`config.mk`:
```
export PLATFORM = sky130hd
export DESIGN_NAME = conv_power_seq
export DESIGN_NICKNAME = d
export VERILOG_FILES = /design/src/rtl/conv_seq_pkg.sv /design/src/rtl/cmd_decode.sv /design/src/rtl/settle_timer.sv /design/src/rtl/sar_model.sv /design/src/rtl/conv_power_seq.sv
export SDC_FILE = /design/constraint.sdc
export NUM_CORES = 1
export LEC_CHECK = 0
export BUFFER_PORTS_ARGS = -buffer_cell sky130_fd_sc_hd__buf_2
export CORE_MARGIN = 2
export CORE_UTILIZATION = 51
export DETAILED_ROUTE_END_ITERATION = 8
export PLACE_DENSITY = 0.79
export SYNTH_ARGS = -nofsm -noshare
export SYNTH_HDL_FRONTEND = slang
export SYNTH_SLANG_ARGS = --single-unit
```
`constraint.sdc`:
```
create_clock -name clk -period 2.1 [get_ports clk]
set_clock_uncertainty 0.15 [all_clocks]
set_input_delay 0.105 -clock clk [delete_from_list [all_inputs] [get_ports clk]]
set_output_delay 0.105 -clock clk [all_outputs]
set_load 0.01 [all_outputs]
```
`src/rtl/conv_seq_pkg.sv`:
```
package conv_seq_pkg;
  localparam int SEL_W = 3;

  typedef enum logic [1:0] {
    PWR_AUTO      = 2'b00,
    PWR_CONV_ONLY = 2'b01,
    PWR_REF_ONLY  = 2'b10,
    PWR_ALL       = 2'b11
  } pwr_mode_e;

  typedef enum logic [1:0] {
    ST_IDLE   = 2'd0,
    ST_SETTLE = 2'd1,
    ST_CONV   = 2'd2
  } seq_state_e;

  typedef struct packed {
    logic             single;
    logic [SEL_W-1:0] sel;
    pwr_mode_e        pwr;
  } cmd_t;
endpackage

```
`src/rtl/cmd_decode.sv`:
```
module cmd_decode
  import conv_seq_pkg::*;
(
  input  logic [7:0] byte_in,
  output cmd_t       cmd,
  output logic       want_ref,
  output logic       want_conv
);
  logic [5:0] used;
  assign used = byte_in[7:2];

  always_comb begin
    cmd.single = used[5];
    cmd.sel    = used[4:2];
    cmd.pwr    = pwr_mode_e'(used[1:0]);
    want_ref   = (cmd.pwr != PWR_CONV_ONLY);
    want_conv  = (cmd.pwr != PWR_REF_ONLY);
  end
endmodule

```
`src/rtl/settle_timer.sv`:
```
module settle_timer #(
  parameter int CNT_W = 16
) (
  input  logic             clk,
  input  logic             rst_n,
  input  logic             load,
  input  logic             run,
  input  logic [1:0]       speed_mode,
  input  logic [CNT_W-1:0] k_std,
  input  logic [CNT_W-1:0] k_fast,
  input  logic [CNT_W-1:0] k_hs,
  output logic             expired
);
  logic [CNT_W-1:0] cnt_q;
  logic [CNT_W-1:0] reload;

  always_comb begin
    unique case (speed_mode)
      2'b00:   reload = k_std;
      2'b01:   reload = k_fast;
      default: reload = k_hs;
    endcase
  end

  always_ff @(posedge clk) begin
    if (!rst_n)                   cnt_q <= '0;
    else if (load)                cnt_q <= reload;
    else if (run && cnt_q != '0)  cnt_q <= cnt_q - 1'b1;
  end

  assign expired = (cnt_q == '0);
endmodule

```
`src/rtl/sar_model.sv`:
```
module sar_model #(
  parameter int CYCLES = 10,
  parameter int DATA_W = 8
) (
  input  logic              clk,
  input  logic              rst_n,
  input  logic              start,
  input  logic [DATA_W-1:0] samp,
  output logic              busy,
  output logic              done,
  output logic [DATA_W-1:0] data
);
  localparam int CW = $clog2(CYCLES + 1);
  localparam logic [CW-1:0] LAST = CW'(CYCLES - 1);

  logic [CW-1:0] cnt_q;

  assign done = busy && (cnt_q == '0);

  always_ff @(posedge clk) begin
    if (!rst_n) begin
      busy  <= 1'b0;
      cnt_q <= '0;
      data  <= '0;
    end else if (start) begin
      busy  <= 1'b1;
      cnt_q <= LAST;
      data  <= samp;
    end else if (done) begin
      busy  <= 1'b0;
    end else if (busy) begin
      cnt_q <= cnt_q - 1'b1;
    end
  end
endmodule

```
`src/rtl/conv_power_seq.sv`:
```
module conv_power_seq
  import conv_seq_pkg::*;
#(
  parameter int CNT_W       = 16,
  parameter int DATA_W      = 8,
  parameter int CONV_CYCLES = 10
) (
  input  logic              clk,
  input  logic              rst_n,
  input  logic              cmd_valid,
  output logic              cmd_ready,
  input  logic [7:0]        cmd_data,
  input  logic [1:0]        speed_mode,
  input  logic [CNT_W-1:0]  settle_std,
  input  logic [CNT_W-1:0]  settle_fast,
  input  logic [CNT_W-1:0]  settle_hs,
  input  logic [DATA_W-1:0] samp_in,
  output logic [SEL_W-1:0]  mux_sel,
  output logic              single_ended,
  output logic              ref_en,
  output logic              conv_en,
  output logic              busy,
  output logic              res_valid,
  input  logic              res_ready,
  output logic [DATA_W-1:0] res_data
);
  seq_state_e state_q, state_d;
  cmd_t       dec;
  logic       want_ref, want_conv, accept, change, expired;
  logic       sar_start, sar_done;
  logic [DATA_W-1:0] sar_data;
  pwr_mode_e  pwr_q;

  cmd_decode u_dec (
    .byte_in(cmd_data), .cmd(dec), .want_ref(want_ref), .want_conv(want_conv)
  );

  assign cmd_ready = (state_q == ST_IDLE) && !res_valid;
  assign accept    = cmd_valid && cmd_ready;
  assign change    = (want_ref != ref_en) || (want_conv != conv_en);

  settle_timer #(.CNT_W(CNT_W)) u_tmr (
    .clk(clk), .rst_n(rst_n), .load(accept && change),
    .run(state_q == ST_SETTLE), .speed_mode(speed_mode),
    .k_std(settle_std), .k_fast(settle_fast), .k_hs(settle_hs),
    .expired(expired)
  );

  assign sar_start = (accept && !change && want_conv) ||
                     (state_q == ST_SETTLE && expired && conv_en);

  sar_model #(.CYCLES(CONV_CYCLES), .DATA_W(DATA_W)) u_sar (
    .clk(clk), .rst_n(rst_n), .start(sar_start), .samp(samp_in),
    .busy(busy), .done(sar_done), .data(sar_data)
  );

  always_comb begin
    state_d = state_q;
    unique case (state_q)
      ST_IDLE:
        if (accept) begin
          if (change)         state_d = ST_SETTLE;
          else if (want_conv) state_d = ST_CONV;
        end
      ST_SETTLE:
        if (expired) state_d = conv_en ? ST_CONV : ST_IDLE;
      ST_CONV:
        if (sar_done) state_d = ST_IDLE;
      default: state_d = ST_IDLE;
    endcase
  end

  always_ff @(posedge clk) begin
    if (!rst_n) begin
      state_q      <= ST_IDLE;
      ref_en       <= 1'b0;
      conv_en      <= 1'b0;
      pwr_q        <= PWR_AUTO;
      mux_sel      <= '0;
      single_ended <= 1'b0;
      res_valid    <= 1'b0;
      res_data     <= '0;
    end else begin
      state_q <= state_d;
      if (accept) begin
        ref_en       <= want_ref;
        conv_en      <= want_conv;
        pwr_q        <= dec.pwr;
        mux_sel      <= dec.sel;
        single_ended <= dec.single;
      end else if (sar_done && pwr_q == PWR_AUTO) begin
        ref_en  <= 1'b0;
        conv_en <= 1'b0;
      end
      if (sar_done) begin
        res_valid <= 1'b1;
        res_data  <= sar_data;
      end else if (res_ready) begin
        res_valid <= 1'b0;
      end
    end
  end
endmodule

```
==> results.cfg, run 1 <==
[run_status]
status = finished clean

[clock_tree]
cts_buffers = 5
clk_latency_ns = 0.30
clk_pin_slew_ns = 0.09
cts_buffer_depth = 2
htree_num_levels = 2
cts_tree = built
numClockSinks = 48
cts_root_buf = clkbuf_8
post-cts-setup-buffers = 0

[yosys]
ys_top_cells_by_area = dfxtp_1 (37%), nand2_1 (7.8%), mux2i_1 (6.1%)
yosysTopAreaCell = dfxtp_1
ys_warn_count = 0
async_reset_ff_share_pct = 0
synth_edf_count = 0
ys_types = 54
synth-seq-cells = 48
synth_cells = 306
synth_sequential_area_ratio_pct = 36.5
avgSynthCellArea_sq_um = 8.59
synth_top_area_share_pct = 36.5
synth_nets = 379
ys.flop_type = dfxtp_1
syn_area_sq_mm = 0.00263

[drt]
drtIter0Drc = 133
num_vias = 2547
dr.pass1.iters = 4
drc = 0
wire_per_inst_um = 12.6
drtAntennaViolNets = 0
wirelength_um = 6000
viasPerCell = 5.33

[sta]
setup_viol = 0
fmax_mhz = 499
hold_violations = 0
finalSetupTns_ns = 0
slew_violations = 0
finalCritPeriodShare_pct = 95.5
tightest_slew_ns = 0.474
relSlewSlack_pct = 68.4
timing.final.ws_setup_ns = 0.0941
fin_crit_ns = 2.01

[critical_path]
cp.required_ns = 2.16
end_kind = flop
worstPathCellList = dlygate4sd3_1 > buf_2 > xor2_1 > o21ai_1 > a211oi_4 > buf_4 > nor2_1 > a221oi_1
crit_fanout = 15
cp_top_family = buffers and inverters
arrival_ns = 2.06
crit_cells = 8
r2r_slack_ns = 0.14
worstSetupStartpoint = cmd_data[2]
slowest_delay_ns = 0.52
startpoint_type = input port
slowest_stage = dlygate4sd3_1
reg2regPathDepth = 6
critPathBufInv = 3
rr_startpoint = conv_en
critical_path_class = input port to flop
reg2reg_to = u_tmr.cnt_q[8]

[worst_hold_path]
hp-class = input port to flop
min_to = u_tmr.cnt_q[11]
hold_start = settle_hs[11]
holdPathStages = 4

[grt]
grt.overflow.total = 0
grt_max_degree = 28
grt_pass1_wl_um = 9600
gr-max-usage-layer = met2
grt_usage_pct = 21.5
grt_use_met3_pct = 4.63
gr-usage-met2_pct = 35.9
use_met1_pct = 27.5
grt_pass1_vias = 2229
antenna_found_initial = 0

[cells_and_area]
nFillCells = 410
drive_gt1_share_pct = 32.4
most-common-layout-cells = buf_2 (84), nand2_1 (55), dfxtp_1 (48), a21oi_1 (24), mux2i_1 (16)
final_common_cell = buf_2
synthToLayoutAreaGrowth_pct = 30.7
ff_latch_area_sq_um = 961
antenna_cells = 0
multi_input_area_sq_mm = 0.00156
final_nets = 480

[floorplan]
coreArea_sq_mm = 0.00504
io_pins = 87
initial_core_util_pct = 52.2
die_area_sq_mm = 0.00575
dieHeight_um = 75.8
die_x_um = 75.8
rows = 26

[job]
drv_cap = 0

[pwr]
p_sw_uw = 709
p_total_uw = 2360
internal_power_uw = 1650
power_frac_seq_pct = 45.2
leakage_uw = 0.00157
switching_share_pct = 30.0
ir_drop_mv = 0.481
cellPowerDensity_mw_per_mm2 = 687
combPwrFrac_pct = 26.7
clkPwrFrac_pct = 28.1

[place]
io_buffers = 84
dp_slack_ns = 0.162
place.gp.congestion = 0.900
dp_hpwl_um = 4360
==> state kept, by name, indices dropped and copies added, names as in the netlist <==
name,flops
mux_sel,3
res_data,8
u_sar.data,8
res_valid,1
conv_en,1
pwr_q,2
u_sar.cnt_q,4
state_q,2
u_sar.busy,1
u_tmr.cnt_q,16
single_ended,1
ref_en,1
==> worst register-to-register path: stages, from the launching register on <==
cell and delay (ns):
dfxtp_1 0.46, xor2_1 0.17, o21ai_1 0.11, a211oi_4 0.38
buf_4 0.26, nor2_1 0.07, a221oi_1 0.28
==> timing repair <==
| action | in CTS | in global routing |
|---|---|---|
| gates resized for setup | 0 | 1 |
| hold buffers | 15 | 0 |
| setup endpoints to repair | 0 | 1 |
| endpoints found under the hold margin | 15 | 0 |
==> metrics by stage <==
stage	util (%)	cell area [sq um]	hold slack (ns)	std cells
floorplan	-	2630	0.0910	306
global placement	62.8	3170	0.176	455
detailed placement	62.8	3170	0.187	455
CTS	68.0	3430	0.0144	478
global route	68.2	3440	0.0270	478
finish	68.2	3440	0.0136	478
==> synthesized netlist by cell type (2+ instances only) <==
| master | instances |
|---|---|
| a211oi_1 | 3 |
| a21bo_2 | 2 |
| clkbuf_1 | 10 |
| xor2_1 | 8 |
| nor4b_4 | 2 |
| nor3_1 | 10 |
| nor2_1 | 12 |
| o21ai_1 | 9 |
| ha_1 | 3 |
| nand2b_1 | 3 |
| a21oi_2 | 3 |
| nor4_1 | 6 |
| dfxtp_1 | 48 |
| nand3_1 | 13 |
| a21oi_1 | 24 |
| xnor2_1 | 8 |
| o211ai_1 | 6 |
| o21ai_0 | 2 |
| buf_4 | 2 |
| nand2_1 | 55 |
| inv_1 | 8 |
| buf_2 | 3 |
| and3_1 | 2 |
| o211a_1 | 11 |
| buf_1 | 2 |
| mux2_2 | 7 |
| mux2i_1 | 16 |
| nor4_2 | 2 |
==> routing by layer <==
metal / vias to the layer above / routed length [um]
met5: - / 0
met4: 0 / 97
met3: 12 / 157
met2: 39 / 3020
met1: 1200 / 2730
li1: 1296 / -
==> cell type report <==
type                       instances  share of cell area (%)
multi-input combinational        231                    45.5
tap                               70                    2.55
inverter                           9                   0.983
sequential                        48                    27.9
clock inverter                     3                    1.24
clock buffer                       5                    2.00
timing repair buffer             112                    19.8
==> power by group through the flow <==
stage                     Sequential, uW  Clock (uW)  Combinational [uW]
after global placement              1080           0                 590
after CTS                           1060         671                 629
after floorplan                     1070           0                 409
final                               1070         664                 631
after global routing                1080         703                 704
after detailed placement            1090           0                 604
==> worst max-delay path by stage <==
stage | to | slack, ns
6_report | u_tmr.cnt_q[8] | 0.09
5_1_grt | u_tmr.cnt_q[8] | -0.005
4_1_cts | u_tmr.cnt_q[8] | 0.09
3_5_place_dp | u_tmr.cnt_q[8] | 0.16
3_3_place_gp | u_sar.busy | 0.19
2_1_floorplan | u_tmr.cnt_q[13] | 0.22
==> kinds of logic after synthesis <==
kind of cell	share of synthesized area, %
AO/OA/AOI/OAI	19.6
XOR/XNOR	5.33
adder cells (fa/ha/maj)	1.43
buffers and inverters	4.33
flip-flops	36.5
multiplexers	9.09
AND/OR/NAND/NOR	23.7
(Power assumes the default switching activity.)
==> inputs of run 2 (changes only) <==
--- a/config.mk
+++ b/config.mk
@@ -8,8 +8,10 @@
 export BUFFER_PORTS_ARGS = -buffer_cell sky130_fd_sc_hd__buf_2
 export CORE_MARGIN = 2
 export CORE_UTILIZATION = 51
+export CTS_CLUSTER_DIAMETER = 150
 export DETAILED_ROUTE_END_ITERATION = 8
 export PLACE_DENSITY = 0.79
+export REMOVE_ABC_BUFFERS = 1
 export SYNTH_ARGS = -nofsm -noshare
 export SYNTH_HDL_FRONTEND = slang
 export SYNTH_SLANG_ARGS = --single-unit
==> run 2 against run 1 <==
  * Register-to-register slack got worse by 0.07 ns
  * Power down 2.9%
  * Clock power down 15%
  * Final area rose by 1.1%
  * Utilization rose by 0.77 points
  * Worst setup slack lost 0.021 ns
  * Sequential power is essentially flat
  * Critical path type is now flop to flop
==> results.cfg, run 2 (synthesized netlist as in run 1, its figures left out) <==
[run_status]
status = finished clean

[grt]
use_met1_pct = 28.2
grt_pass1_wl_um = 9940
grt_pass1_vias = 2336
grt_usage_pct = 22.2
gr-usage-met2_pct = 38.1
grt_max_degree = 34
grt.overflow.total = 0
antenna_found_initial = 0
gr-max-usage-layer = met2
grt_use_met3_pct = 3.44

[critical_path]
cp.required_ns = 2.11
critical_path_class = flop to flop
crit_fanout = 6
arrival_ns = 2.03
startpoint_type = flop
end_kind = flop

[clock_tree]
htree_num_levels = 2
cts_root_buf = clkbuf_8
cts_buffers = 5
clk_latency_ns = 0.30
numClockSinks = 48
clk_pin_slew_ns = 0.08
cts_buffer_depth = 2
cts_tree = built

[drt]
num_vias = 2575
drc = 0
viasPerCell = 5.32
drtAntennaViolNets = 0
drtIter0Drc = 156
wirelength_um = 6170
dr.pass1.iters = 4
wire_per_inst_um = 12.8

[worst_hold_path]
hp-class = input port to flop

[sta]
grt_setup_unrepaired = true
fin_hold_ws_ns = 0.00968
slew_violations = 0
finalCritPeriodShare_pct = 96.5
setup_viol = 0
hold_violations = 0
tightest_slew_ns = 0.643
fmax_mhz = 493
fin_crit_ns = 2.03
relSlewSlack_pct = 57.1

[cells_and_area]
nFillCells = 416
reg_top3 = u_tmr.cnt_q (16), res_data (8), u_sar.data (8)
stdcell_count = 484
drive_gt1_share_pct = 33.1
antenna_cells = 0
final_nets = 486
final_common_cell = buf_2
regMostFlops = u_tmr.cnt_q
fin_util_pct = 69.0
largest_register_ffs = 16
most-common-layout-cells = buf_2 (84), nand2_1 (54), dfxtp_1 (48), a21oi_1 (24), dlygate4sd3_1 (17)
synthToLayoutAreaGrowth_pct = 32.2

[pwr]
clkPwrFrac_pct = 24.7
leakage_uw = 0.00160
cellPowerDensity_mw_per_mm2 = 659
ir_drop_mv = 0.447
switching_share_pct = 30.9
combPwrFrac_pct = 28.9
p_sw_uw = 708
internal_power_uw = 1580
power_frac_seq_pct = 46.4

[floorplan]
rows = 26
die_x_um = 75.8
die_area_sq_mm = 0.00575
coreArea_sq_mm = 0.00504
initial_core_util_pct = 52.2
io_pins = 87
dieHeight_um = 75.8

[job]
drv_cap = 0

[place]
dp.cells = 456
place.gp.congestion = 0.827
io_buffers = 84
dp_hpwl_um = 4330
run 2: critical path, stage by stage, from the launching register on:
cell      delay (ns)
dfxtp_1         0.38
nor4b_4         0.38
nand3_2         0.20
or4_1           0.48
a211oi_2        0.23
a211oi_1        0.07
run 2: through the flow:
step	total power, uW	setup WS [ns]	TNS, ns	cell area (sq um)
2_1_floorplan	1450	-0.199	-2.74	2550
3_3_place_gp	1670	0.159	0	3180
3_5_place_dp	1690	0.0558	0	3180
4_1_cts	2280	0.0140	0	3440
5_1_grt	2410	-0.0285	-0.0313	3480
6_report	2290	0.0735	0	3480
run 2: final cells by class:
| type | instances | area (sq um) | share of cell area (%) |
|---|---|---|---|
| clock buffer | 7 | 86.3 | 2.48 |
| clock inverter | 1 | 7.51 | 0.216 |
| inverter | 9 | 33.8 | 0.972 |
| multi-input combinational | 231 | 1570 | 45.2 |
| sequential | 48 | 961 | 27.6 |
| tap | 70 | 87.6 | 2.52 |
| timing repair buffer | 118 | 731 | 21.0 |
run 2: path summary, 6_finish.rpt:
check / slack, ns / start / end / cells past startpoint
min reg2reg: 0.30 / u_sar.data[4] / u_sar.data[4] / 2
max reg2reg: 0.07 / u_tmr.cnt_q[4] / u_tmr.cnt_q[13] / 5
max: 0.07 / u_tmr.cnt_q[4] / u_tmr.cnt_q[13] / 5
min: 0.01 / settle_hs[4] / u_tmr.cnt_q[4] / 4
run 2: power by group through the flow:
| stage | clock [uW] | combinational, uW | sequential [uW] |
|---|---|---|---|
| floorplan | 0 | 379 | 1070 |
| global placement | 0 | 598 | 1070 |
| detailed placement | 0 | 613 | 1080 |
| CTS | 584 | 642 | 1060 |
| global route | 610 | 730 | 1070 |
| finish | 566 | 664 | 1060 |
run 2: timing repair:
action                                  CTS  global route
buffers inserted                          0             3
endpoints found under the setup margin    0            18
hold buffers                             17             0
endpoints found under the hold margin    17             0
gates resized for setup                   0             3
run 2: routing by layer:
layer  vias up  wire length [um]
li1       1303                 -
met1      1201              2730
met2        62              3110
met3         9               244
met4         0                87
met5         -                 0
